## src/rtl/winptr_pkg.sv

```systemverilog
package winptr_pkg;

   localparam int CWP_W = 5;
   localparam int ICC_W = 4;
   localparam int PIL_W = 4;

   typedef enum logic [1:0] {
      OP_SAVE    = 2'd0,
      OP_RESTORE = 2'd1,
      OP_RETT    = 2'd2,
      OP_WRPSR   = 2'd3
   } win_op_e;

   typedef enum logic [1:0] {
      TRAP_NONE    = 2'd0,
      TRAP_WOVF    = 2'd1,
      TRAP_WUNF    = 2'd2,
      TRAP_ILLEGAL = 2'd3
   } trap_e;

   typedef struct packed {
      logic [ICC_W-1:0] icc;
      logic             ef;
      logic [PIL_W-1:0] pil;
      logic             sup;
      logic             psup;
      logic             et;
   } psr_flags_t;

   function automatic psr_flags_t psr_unpack(input logic [31:0] w);
      psr_flags_t f;
      f.icc  = w[23:20];
      f.ef   = w[12];
      f.pil  = w[11:8];
      f.sup  = w[7];
      f.psup = w[6];
      f.et   = w[5];
      return f;
   endfunction

endpackage

```

## src/rtl/winptr_step.sv

```systemverilog
module winptr_step #(
   parameter int NWIN = 8
) (
   input  logic [winptr_pkg::CWP_W-1:0] cur,
   output logic [winptr_pkg::CWP_W-1:0] nxt_inc,
   output logic [winptr_pkg::CWP_W-1:0] nxt_dec
);
   localparam int CW   = winptr_pkg::CWP_W;
   localparam bit POW2 = ((NWIN & (NWIN - 1)) == 0);
   localparam int LW   = (NWIN > 1) ? $clog2(NWIN) : 1;

   generate
      if (POW2) begin : g_pow2
         // wrap falls out of truncation to log2(NWIN) bits
         logic [LW-1:0] lo, lo_inc, lo_dec;
         assign lo     = cur[LW-1:0];
         assign lo_inc = lo + 1'b1;
         assign lo_dec = lo - 1'b1;
         assign nxt_inc = CW'(lo_inc);
         assign nxt_dec = CW'(lo_dec);
      end else begin : g_cmp
         localparam logic [CW-1:0] LAST = CW'(NWIN - 1);
         assign nxt_inc = (cur == LAST) ? '0 : cur + 1'b1;
         assign nxt_dec = (cur == '0) ? LAST : cur - 1'b1;
      end
   endgenerate
endmodule

```

## src/rtl/winptr_mask_pick.sv

```systemverilog
module winptr_mask_pick #(
   parameter int NWIN = 8
) (
   input  logic [NWIN-1:0]              mask,
   input  logic [winptr_pkg::CWP_W-1:0] idx,
   output logic                         hit
);
   localparam int CW = winptr_pkg::CWP_W;
   logic [NWIN-1:0] sel;

   genvar i;
   generate
      for (i = 0; i < NWIN; i++) begin : g_dec
         assign sel[i] = (idx == CW'(i));
      end
   endgenerate

   assign hit = |(sel & mask);
endmodule

```

## src/rtl/winptr_psr_pack.sv

```systemverilog
module winptr_psr_pack #(
   parameter logic [7:0] VERSION = 8'h35
) (
   input  winptr_pkg::psr_flags_t         flags,
   input  logic [winptr_pkg::CWP_W-1:0]   cwp,
   output logic [31:0]                    word
);
   assign word = {VERSION, flags.icc, 7'b0, flags.ef, flags.pil,
                  flags.sup, flags.psup, flags.et, cwp};
endmodule

```

## src/rtl/winptr_ctrl.sv

```systemverilog
module winptr_ctrl #(
   parameter int         NWIN    = 8,
   parameter logic [7:0] VERSION = 8'h35
) (
   input  logic            clk,
   input  logic            rst_n,
   input  logic            cmd_valid,
   input  logic [1:0]      cmd_op,
   input  logic [31:0]     cmd_wdata,
   input  logic            wim_we,
   input  logic [NWIN-1:0] wim_wdata,
   output logic [4:0]      cwp,
   output logic [31:0]     psr_word,
   output logic [NWIN-1:0] wim_o,
   output logic            trap_valid,
   output logic [1:0]      trap_code
);
   import winptr_pkg::*;

   localparam int CW = CWP_W;

   generate
      if (NWIN < 2 || NWIN > 32) begin : g_bad_nwin
         $error("winptr_ctrl: NWIN must lie in 2..32");
      end
   endgenerate

   logic [CW-1:0]   cwp_q, cwp_n;
   psr_flags_t      flg_q, flg_n;
   logic [NWIN-1:0] wim_q;
   logic            trap_v_q;
   trap_e           trap_c_q, trap_n;
   logic            past_ok;

   logic [CW-1:0]   up_cwp, dn_cwp;
   logic            up_bad, dn_bad;
   logic            wr_range_bad;
   win_op_e         op;

   assign op = win_op_e'(cmd_op);

   winptr_step #(.NWIN(NWIN)) u_step (
      .cur     (cwp_q),
      .nxt_inc (up_cwp),
      .nxt_dec (dn_cwp)
   );

   winptr_mask_pick #(.NWIN(NWIN)) u_pick_up (
      .mask (wim_q),
      .idx  (up_cwp),
      .hit  (up_bad)
   );

   winptr_mask_pick #(.NWIN(NWIN)) u_pick_dn (
      .mask (wim_q),
      .idx  (dn_cwp),
      .hit  (dn_bad)
   );

   assign wr_range_bad = ({1'b0, cmd_wdata[CW-1:0]} >= (CW+1)'(NWIN));

   always_comb begin
      cwp_n  = cwp_q;
      flg_n  = flg_q;
      trap_n = TRAP_NONE;
      if (cmd_valid) begin
         unique case (op)
            OP_SAVE: begin
               if (dn_bad) trap_n = TRAP_WOVF;
               else        cwp_n  = dn_cwp;
            end
            OP_RESTORE: begin
               if (up_bad) trap_n = TRAP_WUNF;
               else        cwp_n  = up_cwp;
            end
            OP_RETT: begin
               if (flg_q.et) begin
                  trap_n = TRAP_ILLEGAL;
               end else begin
                  flg_n.et = 1'b1;
                  if (up_bad) begin
                     trap_n = TRAP_WUNF;
                  end else begin
                     cwp_n     = up_cwp;
                     flg_n.sup = flg_q.psup;
                  end
               end
            end
            OP_WRPSR: begin
               if (wr_range_bad) begin
                  trap_n = TRAP_ILLEGAL;
               end else begin
                  flg_n = psr_unpack(cmd_wdata);
                  cwp_n = cmd_wdata[CW-1:0];
               end
            end
            default: ;
         endcase
      end
   end

   always_ff @(posedge clk) begin
      if (!rst_n) begin
         cwp_q    <= '0;
         flg_q    <= '{icc: '0, ef: 1'b0, pil: '0, sup: 1'b1, psup: 1'b0, et: 1'b0};
         wim_q    <= '0;
         trap_v_q <= 1'b0;
         trap_c_q <= TRAP_NONE;
         past_ok  <= 1'b0;
      end else begin
         cwp_q    <= cwp_n;
         flg_q    <= flg_n;
         if (wim_we) wim_q <= wim_wdata;
         trap_v_q <= (trap_n != TRAP_NONE);
         trap_c_q <= trap_n;
         past_ok  <= 1'b1;
      end
   end

   winptr_psr_pack #(.VERSION(VERSION)) u_pack (
      .flags (flg_q),
      .cwp   (cwp_q),
      .word  (psr_word)
   );

   assign cwp        = cwp_q;
   assign wim_o      = wim_q;
   assign trap_valid = trap_v_q;
   assign trap_code  = trap_c_q;

   AST_CWP_IN_RANGE: assert property (@(posedge clk) disable iff (!rst_n)
      past_ok |-> (cwp < CW'(NWIN))) else $error("cwp out of range");

   AST_TRAP_KEEPS_CWP: assert property (@(posedge clk) disable iff (!rst_n)
      (past_ok && trap_valid) |-> (cwp == $past(cwp))) else $error("cwp moved on trap");

   AST_TRAP_NEEDS_CMD: assert property (@(posedge clk) disable iff (!rst_n)
      (past_ok && trap_valid) |-> $past(cmd_valid)) else $error("trap without command");

   AST_IDLE_CODE_ZERO: assert property (@(posedge clk) disable iff (!rst_n)
      !trap_valid |-> (trap_code == 2'd0)) else $error("stale trap code");

   AST_RETT_SETS_ET: assert property (@(posedge clk) disable iff (!rst_n)
      (past_ok && $past(cmd_valid && cmd_op == 2'd2)) |-> psr_word[5]) else $error("et not set");

   AST_VERSION_FIXED: assert property (@(posedge clk) disable iff (!rst_n)
      past_ok |-> (psr_word[31:24] == VERSION && psr_word[19:13] == 7'b0)) else $error("fixed bits");

endmodule

```

## config.mk

```make
export PLATFORM = sky130hd
export DESIGN_NAME = winptr_ctrl
export DESIGN_NICKNAME = d
export VERILOG_FILES = /design/src/rtl/winptr_pkg.sv /design/src/rtl/winptr_step.sv /design/src/rtl/winptr_mask_pick.sv /design/src/rtl/winptr_psr_pack.sv /design/src/rtl/winptr_ctrl.sv
export SDC_FILE = /design/constraint.sdc
export NUM_CORES = 1
export LEC_CHECK = 0
export ABC_AREA = 1
export BUFFER_PORTS_ARGS = -buffer_cell sky130_fd_sc_hd__buf_2
export CORE_AREA = 3 3 73 58
export DETAILED_ROUTE_END_ITERATION = 8
export DIE_AREA = 0 0 76 61
export GPL_TIMING_DRIVEN = 1
export PLACE_DENSITY = 0.82
export SLEW_MARGIN = 30
export SYNTH_ARGS = -nofsm -noshare
export SYNTH_HDL_FRONTEND = slang
export SYNTH_SLANG_ARGS = --single-unit
```

## constraint.sdc

```tcl
create_clock -name clk -period 4.09 [get_ports clk]
set_input_delay 0.6135 -clock clk [delete_from_list [all_inputs] [get_ports clk]]
set_output_delay 0.6135 -clock clk [all_outputs]
set_load 0.01 [all_outputs]
```

======== After elaboration in Yosys (flattened, before gate mapping) ========
Index checks and enable logic that the tools add are counted.
storage, ports and cells
  flip-flop bits (word level) ............. 28
  output and inout bits ................... 48
operators by class
  equal/unequal tests ..................... 21
  bitwise operators ....................... 3
  muxes and demuxes ....................... 16
  add/subtract/negate cells ............... 2
  reduce and logical (&&, ||, !) cells .... 11
  magnitude comparators ................... 1
operators by type and width
  operator                                              number
  equality test 3 bit (second input constant)           8
  2-to-1 mux 5 bit                                      4
  case mux 5 bit (4 select lines)                       1
  AND 8 bit                                             2
  OR reduction 8 bit                                    2
  equality test 3 x 2 -> 1 bit (second input constant)  4
  logical NOT 5 bit                                     2
  2-to-1 mux 2 bit                                      4
  != test 2 bit (second input constant)                 4
  case mux 2 bit (4 select lines)                       1
  equality test 3 x 1 -> 1 bit (second input constant)  2
  AND reduction 3 bit                                   2
  >= comparator 5 x 4 -> 1 bit (second input constant)  1
  AND reduction 5 bit                                   1
  equality test 2 bit (second input constant)           2
  case mux 1 bit (2 select lines)                       2
  AND reduction 4 bit                                   1
  nonzero test 2 bit                                    2
  adder 3 x 1 -> 3 bit (second input constant)          1
  2-to-1 mux 1 bit                                      3
  2-to-1 mux 3 bit                                      1
  subtractor 3 x 1 -> 3 bit (second input constant)     1
  equality test 2 x 1 -> 1 bit (second input constant)  1
  logical NOT 2 bit                                     1
  NOT 1 bit                                             1

======== Longest topological paths before layout ========
  word-level depth ........................ 9
  depth in mapped cells ................... 12
  gate-level depth less buffers ........... 12

======== Hierarchy ========
Synthesis repeated with hierarchy kept, for this count alone.
unflattened totals
  cell total of the unflattened synthesis .. 289
  area total of the unflattened synthesis .. 1881.8 um^2
by module, submodules not included
  module            area an instance (um^2)  cells each  times used  seq. area each (um^2)
  winptr_ctrl       1342.5                   195         1           560.5
  winptr_psr_pack   247.7                    34          1           0.0
  winptr_mask_pick  90.1                     20          2           0.0
  winptr_step       111.4                    20          1           0.0

======== Worst setup path before layout ========
Ideal clock, no wire load.
  path kind ............................... flip-flop to flip-flop
  from .................................... register cwp_q[0], in the netlist cwp[0]
  to ...................................... register cwp_q[0], in the netlist cwp[0]
  path buffers ............................ 0
  clock period less this slack ............ 1542 ps
  setup slack ............................. 2548 ps
  stages on the path, launching flop included .. 11
  arrival ................................. 1429 ps
  data required time ...................... 3977 ps
  cell sequence ........................... dfxtp_1 > inv_1 > ha_1 > xnor2_1 > inv_1 > nand2_1 > nand3_2 > nand3_4 > nand2_1 > nand2_1 > nor2_1
between the ends
  word-level cells in the longest chain between the ends .. 7
  elaborated cells on any way between the ends .. 28
RTL lines
  item                                                  RTL line                              source
  start: declaration                                    winptr_ctrl.sv:28                     logic [CW-1:0] cwp_q, cwp_n;
  start signal: assignment                              winptr_ctrl.sv:111                    cwp_q <= cwp_n;
  adder 3 x 1 -> 3 bit                                  winptr_step.sv:17                     assign lo_inc = lo + 1'b1;
  equality test 3 x 1 -> 1 bit (tied with other cells)  winptr_mask_pick.sv:14                assign sel[i] = (idx == CW'(i));
  AND 8 bit                                             winptr_mask_pick.sv:18                assign hit = |(sel & mask);
  OR reduction 8 bit                                    winptr_mask_pick.sv:18
  2-to-1 mux 5 bit                                      winptr_ctrl.sv:73, winptr_ctrl.sv:81
  2-to-1 mux 5 bit                                      winptr_ctrl.sv:77                     if (flg_q.et) begin
  case mux 5 bit (4 select lines)                       winptr_ctrl.sv:67                     unique case (op)
Parallel ways exist; a longest one is shown, timed or not. The select of a mux whose other input is x is not followed.
A chain may end at the register's enable or synchronous reset.

======== Worst setup path in the final report ========
  from .................................... input port cmd_op[0]
  to ...................................... register flg_q[8] (netlist name)
between the ends
  word-level cells in the longest chain between the ends .. 2
RTL lines
  item                                  RTL line            source
  start: declaration                    winptr_ctrl.sv:8    input logic [1:0] cmd_op,
  equality test 2 bit                   winptr_ctrl.sv:67
  AND reduction 3 bit (no source line)  --
  end signal: assignment                winptr_ctrl.sv:105  flg_q <= '{icc: '0, ef: 1'b0, pil: '0, sup: 1'b1, psup: 1'b0, et: 1'b0};
  end signal: assignment                winptr_ctrl.sv:112  flg_q <= flg_n;
  end: declaration                      winptr_ctrl.sv:29   psr_flags_t flg_q, flg_n;
No other way between the ends.

==> qor.yml <==
status: "complete, no violations"
ctsResizeCount: 0
avgRoutedWirePerCell_um: 10.59
totalWireLength_um: 3665
ys_seq_area_share_pct: 34.22
yosys-top-cells-area: "dfxtp_1, nand2_1, nor2_1"
fp.dieArea_sq_um: 4636
register_area_sq_um: 560.5
required_ps: 4280
yosysTopAreaCellShare_pct: 34.22
antenna_found_initial: 0
grt_start_max_net_pins: 25
ant_nets: 0
p_comb_share_pct: 27.9
ys.flop_type: "dfxtp_1"
hp-class: "flip-flop to flip-flop"
synth.most_common_cell: "nand2_1"
p_leak_nw: 1.125
avgViaCountPerCell: 4.538
syn_inst: 237
post_cts_buffers: 0
slew_viol_final: 0
crit_arrival_ps: 1980
multiInputGateArea_sq_um: 874.6
cts_buffers: 3
cp_slowest_stage_delay_ps: 420
final_cells: 346
track_usage_pct: 15.43
cp-start-kind: "input port"
power.density_nw_per_um2: 340.9
grt_setup_unrepaired: "no"
cts_tree: "done"
tns_ps: 0
critical_path_class: "input port to flip-flop"
ys_warn_count: 0
vias: 1570
fin_worst_skew_ps: 5.054
htreeDepth: 1
path_cells: "buf_2, ha_1, inv_2, nor3_4, inv_2, nor2_1, nor2_1"
ys_ff_latch: 28
die_w_um: 76
drive_gt1_share_pct: 27.21
gr-total-overflow: 0
final_net_count: 352
synth-edff-count: 0
areaGrowthSynthToFinish_pct: 19.02
synthTopCellsByCount: "nand2_1, nor2_1, dfxtp_1, buf_4, inv_1"
cts.sinks: 28
finalCritPeriodShare_pct: 43.78
avgSynthCellArea_sq_um: 6.911
cp_num_buf_inv: 3
ioPinCount: 94
insertion_delay_ps: 280
gp_congestion: 0.8002
synth-async-reset-ratio_pct: 0
period_needed_ps: 1791
cts_root_buffer: "clkbuf_8"
max-cap-violations: 0
cts_buffer_depth: 2
hold_viol_final: 0
crit_family: "simple AND/OR/NAND/NOR gates"
fmax_mhz: 558.5
p_seq_share_pct: 45.7
hpwlAfterDp_um: 2852
critPathMaxFanout: 11
die_h_um: 61
clkPwrFrac_pct: 26.5
power.total_w: 0.0006646
drtPass1Iterations: 4
initial_core_util_pct: 45.63
hold_buffers: 0
io_buffers: 63
rows: 19
fin_area_sq_um: 1949
dp_cells: 342
worstSetupEndpointType: "flip-flop"
intPower_w: 0.0004441
grt_pass1_wl_um: 5851
synth_cell_type_count: 23
yosys.area.top_type: "dfxtp_1"
grt_pass1_vias: 1377
slowest_stage: "nor3_4"
diodes: 0
fill_cells: 353
power_switching_w: 0.0002206
placed_cell_area_sq_um: 1894
hold_slack_ps: 456.2
coreArea_sq_um: 3590
drc: 0
setup_viol: 0
syn_area_sq_um: 1638
detailedRoute.firstIterationViolations: 85
clkTransAtPathRegs_ps: 100
vdd_ir_drop_max_v: 0.0001942
switching_share_pct: 33.19
==> per-layer routing <==
metal | routed length, um | GRT usage [%] | vias to the layer above
met5 | 0 | 0 | -
met4 | 25 | 3.101 | 0
met3 | 295 | 3.858 | 4
met2 | 1635 | 26.52 | 64
met1 | 1708 | 20.22 | 689
li1 | - | - | 813
==> worst register-to-register path: cells and delay by family (launching register included) <==
family	cells	cell delay (ps)
buffers and inverters	2	220
XOR/XNOR	1	270
AND/OR/NAND/NOR	6	490
adder cells (fa/ha/maj)	1	230
flip-flops	1	440
==> kinds of logic after synthesis <==
| group | count (synthesis) | share of synthesized area, % |
|---|---|---|
| adders and majority gates | 11 | 8.403 |
| buffers and inverters | 44 | 15.35 |
| and+or+nand+nor | 127 | 33.46 |
| xor gates and xnor gates | 1 | 0.5349 |
| AOI/OAI and AO/OA | 24 | 7.563 |
| DFF | 28 | 34.22 |
| other | 2 | 0.4585 |
==> final cells by class <==
type                            instances  share of cell area [%]
Timing Repair Buffer                   63                   16.17
Inverter                               21                   4.044
Tap cell                               52                   3.338
Sequential cell                        28                   28.75
Clock buffer                            4                   2.824
Multi-Input combinational cell        178                   44.87
==> final timing paths <==
kind,endpoint,from,depth (start not counted),slack (ps)
setup / recovery,flg_q[8],cmd_op[0],7,2300
hold / removal,cwp[3],cwp[3],2,460
setup reg to reg,cwp[0],cwp[0],10,2350
hold reg to reg,cwp[3],cwp[3],2,460
==> per-stage QoR <==
stage	utilization [%]	setup slack, ps
floorplan	-	2548
global placement	52.77	2023
detailed placement	52.77	1997
CTS	54.30	2293
global route	54.30	2152
finish	54.30	2299
==> flip-flops by register name, indices dropped and copies added (netlist names) <==
| register | flops |
|---|---|
| trap_code | 2 |
| wim_o | 8 |
| trap_valid | 1 |
| cwp | 5 |
| flg_q | 12 |
==> power by group through the flow <==
stage	Sequential (W)	Clock, W	Combinational (W)
after global routing	0.000307	0.000189	0.000210
after CTS	0.000304	0.000178	0.000186
after global placement	0.000309	0	0.000180
final	0.000303	0.000176	0.000185
after floorplan	0.000315	0	0.000134
after detailed placement	0.000310	0	0.000184
==> cells in the final DEF, fill, tap and decap left out, drive strengths merged, types with 3 or more instances in the layout <==
cell type	synthesis	routed
dfxtp	28	28
inv	21	21
o21ai	20	20
nor2	55	55
a21oi	3	3
nand3	9	9
nand2	59	59
buf	22	63
ha	11	11
nand4	3	3
conb	2	15
clkbuf	1	4
No activity file was read; power rests on OpenSTA's default activity.
